--- src/rtl/bcg_pkg.sv ---
package bcg_pkg;
  typedef enum logic [2:0] {
    K_MEM_RD  = 3'd0,
    K_MEM_WR  = 3'd1,
    K_IO_RD   = 3'd2,
    K_IO_WR   = 3'd3,
    K_MSG_WR  = 3'd4,
    K_PEER_RD = 3'd5,
    K_PEER_WR = 3'd6
  } req_kind_e;

  localparam int CMD_BITS = 7;
  localparam int BIT_IOE  = 0;
  localparam int BIT_MEME = 1;
  localparam int BIT_BME  = 2;
  localparam int BIT_PERR = 6;
  localparam logic [CMD_BITS-1:0] CMD_WMASK = 7'b100_0111;

  typedef struct packed {
    logic perr_en;
    logic bm_en;
    logic mem_en;
    logic io_en;
  } cmd_bits_t;

  function automatic logic kind_is_write(logic [2:0] k);
    return (k == K_MEM_WR) || (k == K_IO_WR) || (k == K_MSG_WR) || (k == K_PEER_WR);
  endfunction
endpackage

--- src/rtl/bcg_cmd_reg.sv ---
module bcg_cmd_reg
  import bcg_pkg::*;
#(
  parameter int CFG_W = 16,
  localparam int CBE_W = CFG_W / 8
) (
  input  logic             clk,
  input  logic             rst_n,
  input  logic             cfg_wr,
  input  logic [CBE_W-1:0] cfg_be,
  input  logic [CFG_W-1:0] cfg_wdata,
  output logic [CFG_W-1:0] cfg_rdata,
  output cmd_bits_t        cmd_o
);
  logic [CMD_BITS-1:0] cmd_q;

  always_ff @(posedge clk) begin
    if (!rst_n) begin
      cmd_q <= '0;
    end else if (cfg_wr && cfg_be[0]) begin
      cmd_q <= cfg_wdata[CMD_BITS-1:0] & CMD_WMASK;
    end
  end

  always_comb begin
    cfg_rdata = '0;
    cfg_rdata[CMD_BITS-1:0] = cmd_q;
  end

  assign cmd_o.perr_en = cmd_q[BIT_PERR];
  assign cmd_o.bm_en   = cmd_q[BIT_BME];
  assign cmd_o.mem_en  = cmd_q[BIT_MEME];
  assign cmd_o.io_en   = cmd_q[BIT_IOE];
endmodule

--- src/rtl/bcg_up_gate.sv ---
module bcg_up_gate
  import bcg_pkg::*;
#(
  parameter int ADDR_W = 32,
  parameter int DATA_W = 32,
  parameter int TAG_W  = 8,
  parameter logic [ADDR_W-1:0] SINK_ADDR = 'hC0000,
  localparam int DBE_W = DATA_W / 8
) (
  input  logic              clk,
  input  logic              rst_n,
  input  logic              bm_en,
  input  logic              in_valid,
  output logic              in_ready,
  input  logic [2:0]        in_kind,
  input  logic [ADDR_W-1:0] in_addr,
  input  logic [DBE_W-1:0]  in_be,
  input  logic [DATA_W-1:0] in_data,
  input  logic [TAG_W-1:0]  in_tag,
  output logic              out_valid,
  input  logic              out_ready,
  output logic [2:0]        out_kind,
  output logic [ADDR_W-1:0] out_addr,
  output logic [DBE_W-1:0]  out_be,
  output logic [DATA_W-1:0] out_data,
  output logic [TAG_W-1:0]  out_tag,
  output logic              out_ur
);
  logic              accept;
  logic              is_wr;
  logic              keep_be;
  logic [2:0]        kind_n;
  logic [ADDR_W-1:0] addr_n;
  logic [DBE_W-1:0]  be_n;
  logic              ur_n;

  assign in_ready = !out_valid || out_ready;
  assign accept   = in_valid && in_ready;
  assign is_wr    = kind_is_write(in_kind);
  assign keep_be  = bm_en || !is_wr;

  for (genvar i = 0; i < DBE_W; i++) begin : g_lane
    assign be_n[i] = in_be[i] & keep_be;
  end

  always_comb begin
    if (bm_en) begin
      kind_n = in_kind;
      addr_n = in_addr;
      ur_n   = 1'b0;
    end else if (is_wr) begin
      kind_n = K_MEM_WR;
      addr_n = SINK_ADDR;
      ur_n   = 1'b0;
    end else begin
      kind_n = K_MEM_RD;
      addr_n = SINK_ADDR;
      ur_n   = 1'b1;
    end
  end

  always_ff @(posedge clk) begin
    if (!rst_n) begin
      out_valid <= 1'b0;
    end else if (accept) begin
      out_valid <= 1'b1;
    end else if (out_ready) begin
      out_valid <= 1'b0;
    end
  end

  always_ff @(posedge clk) begin
    if (!rst_n) begin
      out_kind <= '0;
      out_addr <= '0;
      out_be   <= '0;
      out_data <= '0;
      out_tag  <= '0;
      out_ur   <= 1'b0;
    end else if (accept) begin
      out_kind <= kind_n;
      out_addr <= addr_n;
      out_be   <= be_n;
      out_data <= in_data;
      out_tag  <= in_tag;
      out_ur   <= ur_n;
    end
  end
endmodule

--- src/rtl/bcg_decode.sv ---
module bcg_decode
  import bcg_pkg::*;
(
  input  cmd_bits_t cmd,
  input  logic      perr_detect,
  input  logic      mem_hit,
  input  logic      pmem_hit,
  input  logic      io_hit,
  output logic      perr_set,
  output logic      mem_claim,
  output logic      io_claim
);
  assign perr_set  = perr_detect && cmd.perr_en;
  assign mem_claim = (mem_hit || pmem_hit) && cmd.mem_en;
  assign io_claim  = io_hit && cmd.io_en;
endmodule

--- src/rtl/bridge_cmd_gate.sv ---
module bridge_cmd_gate
  import bcg_pkg::*;
#(
  parameter int ADDR_W = 32,
  parameter int DATA_W = 32,
  parameter int TAG_W  = 8,
  parameter int CFG_W  = 16,
  parameter logic [ADDR_W-1:0] SINK_ADDR = 'hC0000,
  localparam int DBE_W = DATA_W / 8,
  localparam int CBE_W = CFG_W / 8
) (
  input  logic              clk,
  input  logic              rst_n,
  input  logic              cfg_wr,
  input  logic [CBE_W-1:0]  cfg_be,
  input  logic [CFG_W-1:0]  cfg_wdata,
  output logic [CFG_W-1:0]  cfg_rdata,
  input  logic              up_in_valid,
  output logic              up_in_ready,
  input  logic [2:0]        up_in_kind,
  input  logic [ADDR_W-1:0] up_in_addr,
  input  logic [DBE_W-1:0]  up_in_be,
  input  logic [DATA_W-1:0] up_in_data,
  input  logic [TAG_W-1:0]  up_in_tag,
  output logic              up_out_valid,
  input  logic              up_out_ready,
  output logic [2:0]        up_out_kind,
  output logic [ADDR_W-1:0] up_out_addr,
  output logic [DBE_W-1:0]  up_out_be,
  output logic [DATA_W-1:0] up_out_data,
  output logic [TAG_W-1:0]  up_out_tag,
  output logic              up_out_ur,
  input  logic              perr_detect,
  output logic              perr_set,
  input  logic              dn_mem_hit,
  input  logic              dn_pmem_hit,
  input  logic              dn_io_hit,
  output logic              dn_mem_claim,
  output logic              dn_io_claim
);
  cmd_bits_t cmd;

  bcg_cmd_reg #(.CFG_W(CFG_W)) reg_i (
    .clk       (clk),
    .rst_n     (rst_n),
    .cfg_wr    (cfg_wr),
    .cfg_be    (cfg_be),
    .cfg_wdata (cfg_wdata),
    .cfg_rdata (cfg_rdata),
    .cmd_o     (cmd)
  );

  bcg_up_gate #(
    .ADDR_W(ADDR_W), .DATA_W(DATA_W), .TAG_W(TAG_W), .SINK_ADDR(SINK_ADDR)
  ) gate_i (
    .clk       (clk),
    .rst_n     (rst_n),
    .bm_en     (cmd.bm_en),
    .in_valid  (up_in_valid),
    .in_ready  (up_in_ready),
    .in_kind   (up_in_kind),
    .in_addr   (up_in_addr),
    .in_be     (up_in_be),
    .in_data   (up_in_data),
    .in_tag    (up_in_tag),
    .out_valid (up_out_valid),
    .out_ready (up_out_ready),
    .out_kind  (up_out_kind),
    .out_addr  (up_out_addr),
    .out_be    (up_out_be),
    .out_data  (up_out_data),
    .out_tag   (up_out_tag),
    .out_ur    (up_out_ur)
  );

  bcg_decode dec_i (
    .cmd         (cmd),
    .perr_detect (perr_detect),
    .mem_hit     (dn_mem_hit),
    .pmem_hit    (dn_pmem_hit),
    .io_hit      (dn_io_hit),
    .perr_set    (perr_set),
    .mem_claim   (dn_mem_claim),
    .io_claim    (dn_io_claim)
  );
endmodule

--- config.mk ---
export PLATFORM = sky130hd
export DESIGN_NAME = bridge_cmd_gate
export DESIGN_NICKNAME = d
export VERILOG_FILES = /design/src/rtl/bcg_pkg.sv /design/src/rtl/bcg_cmd_reg.sv /design/src/rtl/bcg_up_gate.sv /design/src/rtl/bcg_decode.sv /design/src/rtl/bridge_cmd_gate.sv
export SDC_FILE = /design/constraint.sdc
export NUM_CORES = 1
export LEC_CHECK = 0
export BUFFER_PORTS_ARGS = -buffer_cell sky130_fd_sc_hd__buf_2
export CAP_MARGIN = 40
export CORE_ASPECT_RATIO = 0.6
export CORE_MARGIN = 1.5
export CORE_UTILIZATION = 47
export DETAILED_ROUTE_END_ITERATION = 8
export PLACE_DENSITY = 0.86
export SETUP_SLACK_MARGIN = 0.4
export SKIP_CTS_REPAIR_TIMING = 1
export SYNTH_ARGS = -nofsm -noshare
export SYNTH_HDL_FRONTEND = slang
export SYNTH_SLANG_ARGS = --single-unit
export TNS_END_PERCENT = 1
--- constraint.sdc ---
create_clock -name clk -period 2.1 [get_ports clk]
set_clock_uncertainty 0.2 [all_clocks]
set_input_delay 0.42 -clock clk [delete_from_list [all_inputs] [get_ports clk]]
set_output_delay 0.42 -clock clk [all_outputs]
set_load 0.03 [all_outputs]
## Word-level counts from Yosys, hierarchy flattened

Index checks and enable logic that the tools add are counted.

- Equality and inequality tests: 4
- Muxes and demuxes: 7
- Bitwise operators: 4
- Reductions and logical operators: 14

Operator list:

| operator | number |
|---|---|
| $mux W32 | 1 |
| $eq A3 B3 Y1 const B | 2 |
| $logic_or A1 B1 Y1 | 6 |
| $logic_and A1 B1 Y1 | 5 |
| $mux W1 | 5 |
| $and A1 B1 Y1 | 4 |
| $eq A3 B1 Y1 const B | 1 |
| $eq A3 B2 Y1 const B | 1 |
| $mux W3 | 1 |
| $logic_not A1 Y1 | 2 |
| $reduce_bool A2 Y1 | 1 |

- Flip-flop bits (word level): 85
- Input bits: 106
- Output and inout bits: 101
- Logic and storage cells: 37

## Logic depth before layout (Yosys ltp)

- Word-level depth: 7
- Depth in mapped cells: 6
- Mapped depth without buffers: 4

## Hierarchy

A second synthesis with hierarchy kept.

- Cells, all modules: 414
- Area total of the unflattened synthesis: 4,053.9 sq um

Modules (own cells, without submodules):

| module | times used | cells an instance | area an instance (sq um) | sequential area each (sq um) |
|---|---|---|---|---|
| bcg_up_gate | 1 | 376 | 3,741.1 | 1,621.6 |
| bcg_cmd_reg | 1 | 35 | 292.8 | 80.1 |
| bcg_decode | 1 | 3 | 20.0 | 0.0 |

## Worst setup path after synthesis

No wires, ideal clock.

- Path type: register to output
- From: register gate_i.out_valid
- To: output port up_in_ready
- Arrival: 998 ps
- Data required time: 1,480 ps
- Setup slack: 482 ps
- Stages on the path, launching flop included: 4
- Path buffers: 1
- Cell sequence: dfxtp_1 > nor2b_4 > inv_4 > buf_2

- Cells in the longest elaborated chain, start to end: 2

Ends and longest elaborated chain:

| item | line | RTL |
|---|---|---|
| start: declaration | bcg_up_gate.sv:20 | `output logic out_valid,` |
| start signal: assignment | bcg_up_gate.sv:64 | `out_valid <= 1'b0;` |
| start signal: assignment | bcg_up_gate.sv:66 | `out_valid <= 1'b1;` |
| start signal: assignment | bcg_up_gate.sv:68 | `out_valid <= 1'b0;` |
| $logic_not A1 Y1 | bcg_up_gate.sv:37 | `assign in_ready = !out_valid \|\| out_ready;` |
| $logic_or A1 B1 Y1 | bcg_up_gate.sv:37 |  |
| end: declaration | bridge_cmd_gate.sv:19 | `output logic up_in_ready,` |

Every way passes these cells.

## Worst setup path after layout

Ends and elaborated chain as after synthesis.

==> summary.txt <==
Worst hold path
  • Worst hold path class: in -> reg
  • Hold path startpoint: up_in_be[1]
  • Hold Path Sink: gate_i.out_be[1]$_SDFFE_PN0P_
  • Hold path depth: 2

Route
  • DRT iter0 DRCs: 255
  • DR vias/cell: 5.51
  • Via Count: 3667
  • Uppermost layer routed: met4
  • WL met3: 805 um
  • Drt wl/cell: 14.6 um
  • DRT Pass-1 Iters: 5
  • Total Routed Length: 9700 um
  • Total length of routed met2 wires: 4630 um
  • Post-route ant nets: 0
  • Metal-1 WL: 4190 um
  • DRC: 0

Floorplanning
  • Core footprint: 0.00721 mm2
  • IO Count: 207
  • Starting density of the core: 48.3%
  • Die area: 0.00794 mm2
  • Die height: 69.6 um
  • Die width: 114 um
  • Num rows: 24

Critical path
  • Worst-case reg-to-reg path depth: 4
  • WP buf/inv: 2
  • Critical path endpoint category: output pin
  • Worst-path fanout max: 8
  • R2r endpoint: gate_i.out_addr[18]$_SDFFE_PN0P_
  • Crit-path max cell delay: 0.33 ns
  • Cell family with most CP delay: flip-flops
  • Worst EP required: 1.48 ns
  • Setup Crit Path Kind: reg -> out
  • Worst path slowest cell: dfxtp_2
  • Startpoint Class: flop
  • Setup slack, reg-to-reg: 0.61 ns
  • Crit-path cells: nor2b_4 > inv_8 > buf_6
  • Arr. time, crit path: 1.12 ns
  • Crit Reg-Reg Startpoint: gate_i.out_valid$_SDFFE_PN0P_

Yosys
  • Synth Instances: 410
  • Mean post-synth cell area: 8.48 um2
  • Mapped Area: 0.00348 mm2
  • Distinct cells, synth: 28
  • Ys async rst share: 0%
  • Area fraction of the dominant cell type after synthesis: 48.9%
  • Top cells by count, synth: dfxtp_1 (85), a21oi_1 (84), o21ai_0 (64)
  • Ranking of synthesized cells by area: dfxtp_1 (49%), a21oi_1 (12%), o21ai_0 (9.2%)
  • Cell with the most instances after synthesis: dfxtp_1
  • Cell type with the highest aggregate area in the netlist: dfxtp_1
  • Ys flop type: dfxtp_1
  • Synth warnings: 0
  • Number of synthesized flops with an enable pin: 0
  • Yosys reg bits: 85
  • Sequential-to-total area share from yosys stat: 48.9%

STA
  • Fin. max-slew vios: 0
  • Fin crit period: 1.74 ns
  • RSZ-0062 raised after global routing: yes
  • Hold Fails Final Rpt: 0
  • Period utilization: 82.8%
  • Endpoints failing setup: 0
  • Fmax: 575 MHz
  • Final TNS setup: 0 ns
  • Fin Hold WS: 0.138 ns

Clocking
  • CTS tree: built
  • CTS Sinks: 85
  • Clk pin slew, worst setup/hold paths: 0.06 ns
  • Clk_lat worst skew: 0.32 ns
  • CTS buffer count: 9
  • Clock tree buffer depth: 2
  • Root Driver: clkbuf_16
  • H-tree Lvls: 3

Placement
  • Placed Area: 0.00431 mm2
  • Routability cong.: 0.767
  • Cell total after placement: 647
  • HPWL Detailed: 6760 um
  • Port Buffers: 181

Final layout
  • Fraction of layout cells with a size suffix above 1: 38.1%
  • Nets: 677
  • Final std cell area, no fill: 0.00468 mm2
  • Layout area overhead: 34.5%
  • N_diodes: 0
  • Final Non-Filler Cells: 666

GRT
  • First-pass GRT wire length: 15500 um
  • Vias in the first global route: 3405
  • Largest net degree at the start of global routing: 55
  • Global-route usage over all layers: 24.0%
  • Congestion Overflow GR: 0
  • Initial antenna violation count: 0

Power and ir drop
  • Peak supply drop: 0.000480 V
  • Pwr Density: 861 mW/mm2
  • Pleak: 0.00216 uW

Run
  • Maxcap violations: 0

Status
  • Outcome: completed
-- cell usage in the layout (no fill, tap or decap), types with 3 or more instances in the layout --
cell / n
a41o_1: 4
nand4_1: 32
dfxtp_1: 83
o21ai_1: 8
clkbuf_16: 9
bufinv_16: 3
nand3_1: 44
nand2_1: 9
buf_2: 180
o21ai_0: 64
buf_4: 14
conb_1: 12
a21oi_1: 84
-- layer usage --
metal,track usage [%],up-vias
met1,28.5,1712
met2,40.4,162
met5,0,-
met3,8.92,8
met4,7.22,0
li1,-,1785
-- worst max path at each step --
| stage | endpoint | slack [ns] | depth (start not counted) | from |
|---|---|---|---|---|
| 3_3_place_gp | gate_i.out_addr[19]$_SDFFE_PN0P_ | 0.41 | 6 | up_out_ready |
| 3_5_place_dp | gate_i.out_addr[18]$_SDFFE_PN0P_ | 0.39 | 6 | up_out_ready |
| 2_1_floorplan | up_in_ready | 0.48 | 3 | gate_i.out_valid$_SDFFE_PN0P_ |
| 4_1_cts | up_in_ready | 0.25 | 3 | gate_i.out_valid$_SDFFE_PN0P_ |
| 6_report | up_in_ready | 0.36 | 3 | gate_i.out_valid$_SDFFE_PN0P_ |
| 5_1_grt | up_in_ready | 0.30 | 3 | gate_i.out_valid$_SDFFE_PN0P_ |
-- flip-flops by register name (all words and copies together) (netlist names) --
register and count:
gate_i.out_addr 32, gate_i.out_be 4, gate_i.out_data 32, gate_i.out_kind 3
gate_i.out_tag 8, gate_i.out_ur 1, gate_i.out_valid 1, reg_i.cmd_q 4
-- per-stage QoR --
stage                     utilization [%]  worst slack [ns]  power, uW
after floorplan                         -             0.482       2140
after global placement               59.8             0.415       2310
after detailed placement             59.8             0.393       2320
after CTS                            64.3             0.252       4060
after global routing                 64.9             0.303       4200
final                                64.9             0.361       4030
-- power breakdown --
group | leakage, uW | internal, uW | switching (uW)
registers | 0.000695 | 1680 | 31.5
clock network | 0.000162 | 1150 | 578
logic | 0.00130 | 190 | 398
-- cell type report --
class                   instances  area [um2]
multi-input cells             272        1440
fillers                       645        2530
well taps                      91         114
flip-flops and latches         85        1700
repair inverters                1        6.26
clock buffers                  10         229
inverters                       5        26.3
repair buffers                197        1060
clock inverters                 5         100
-- logic make-up (layout without fill, tap and decap cells) --
group	after synthesis	in the layout	share of synthesized area, %
AND/OR/NAND/NOR	92	92	14.7
AO/OA/AOI/OAI	166	166	25.0
buffers and inverters	64	218	10.8
other	1	12	0.108
flip-flops	85	85	48.9
XOR/XNOR	2	2	0.504
No activity file was read; power rests on OpenSTA's default activity.
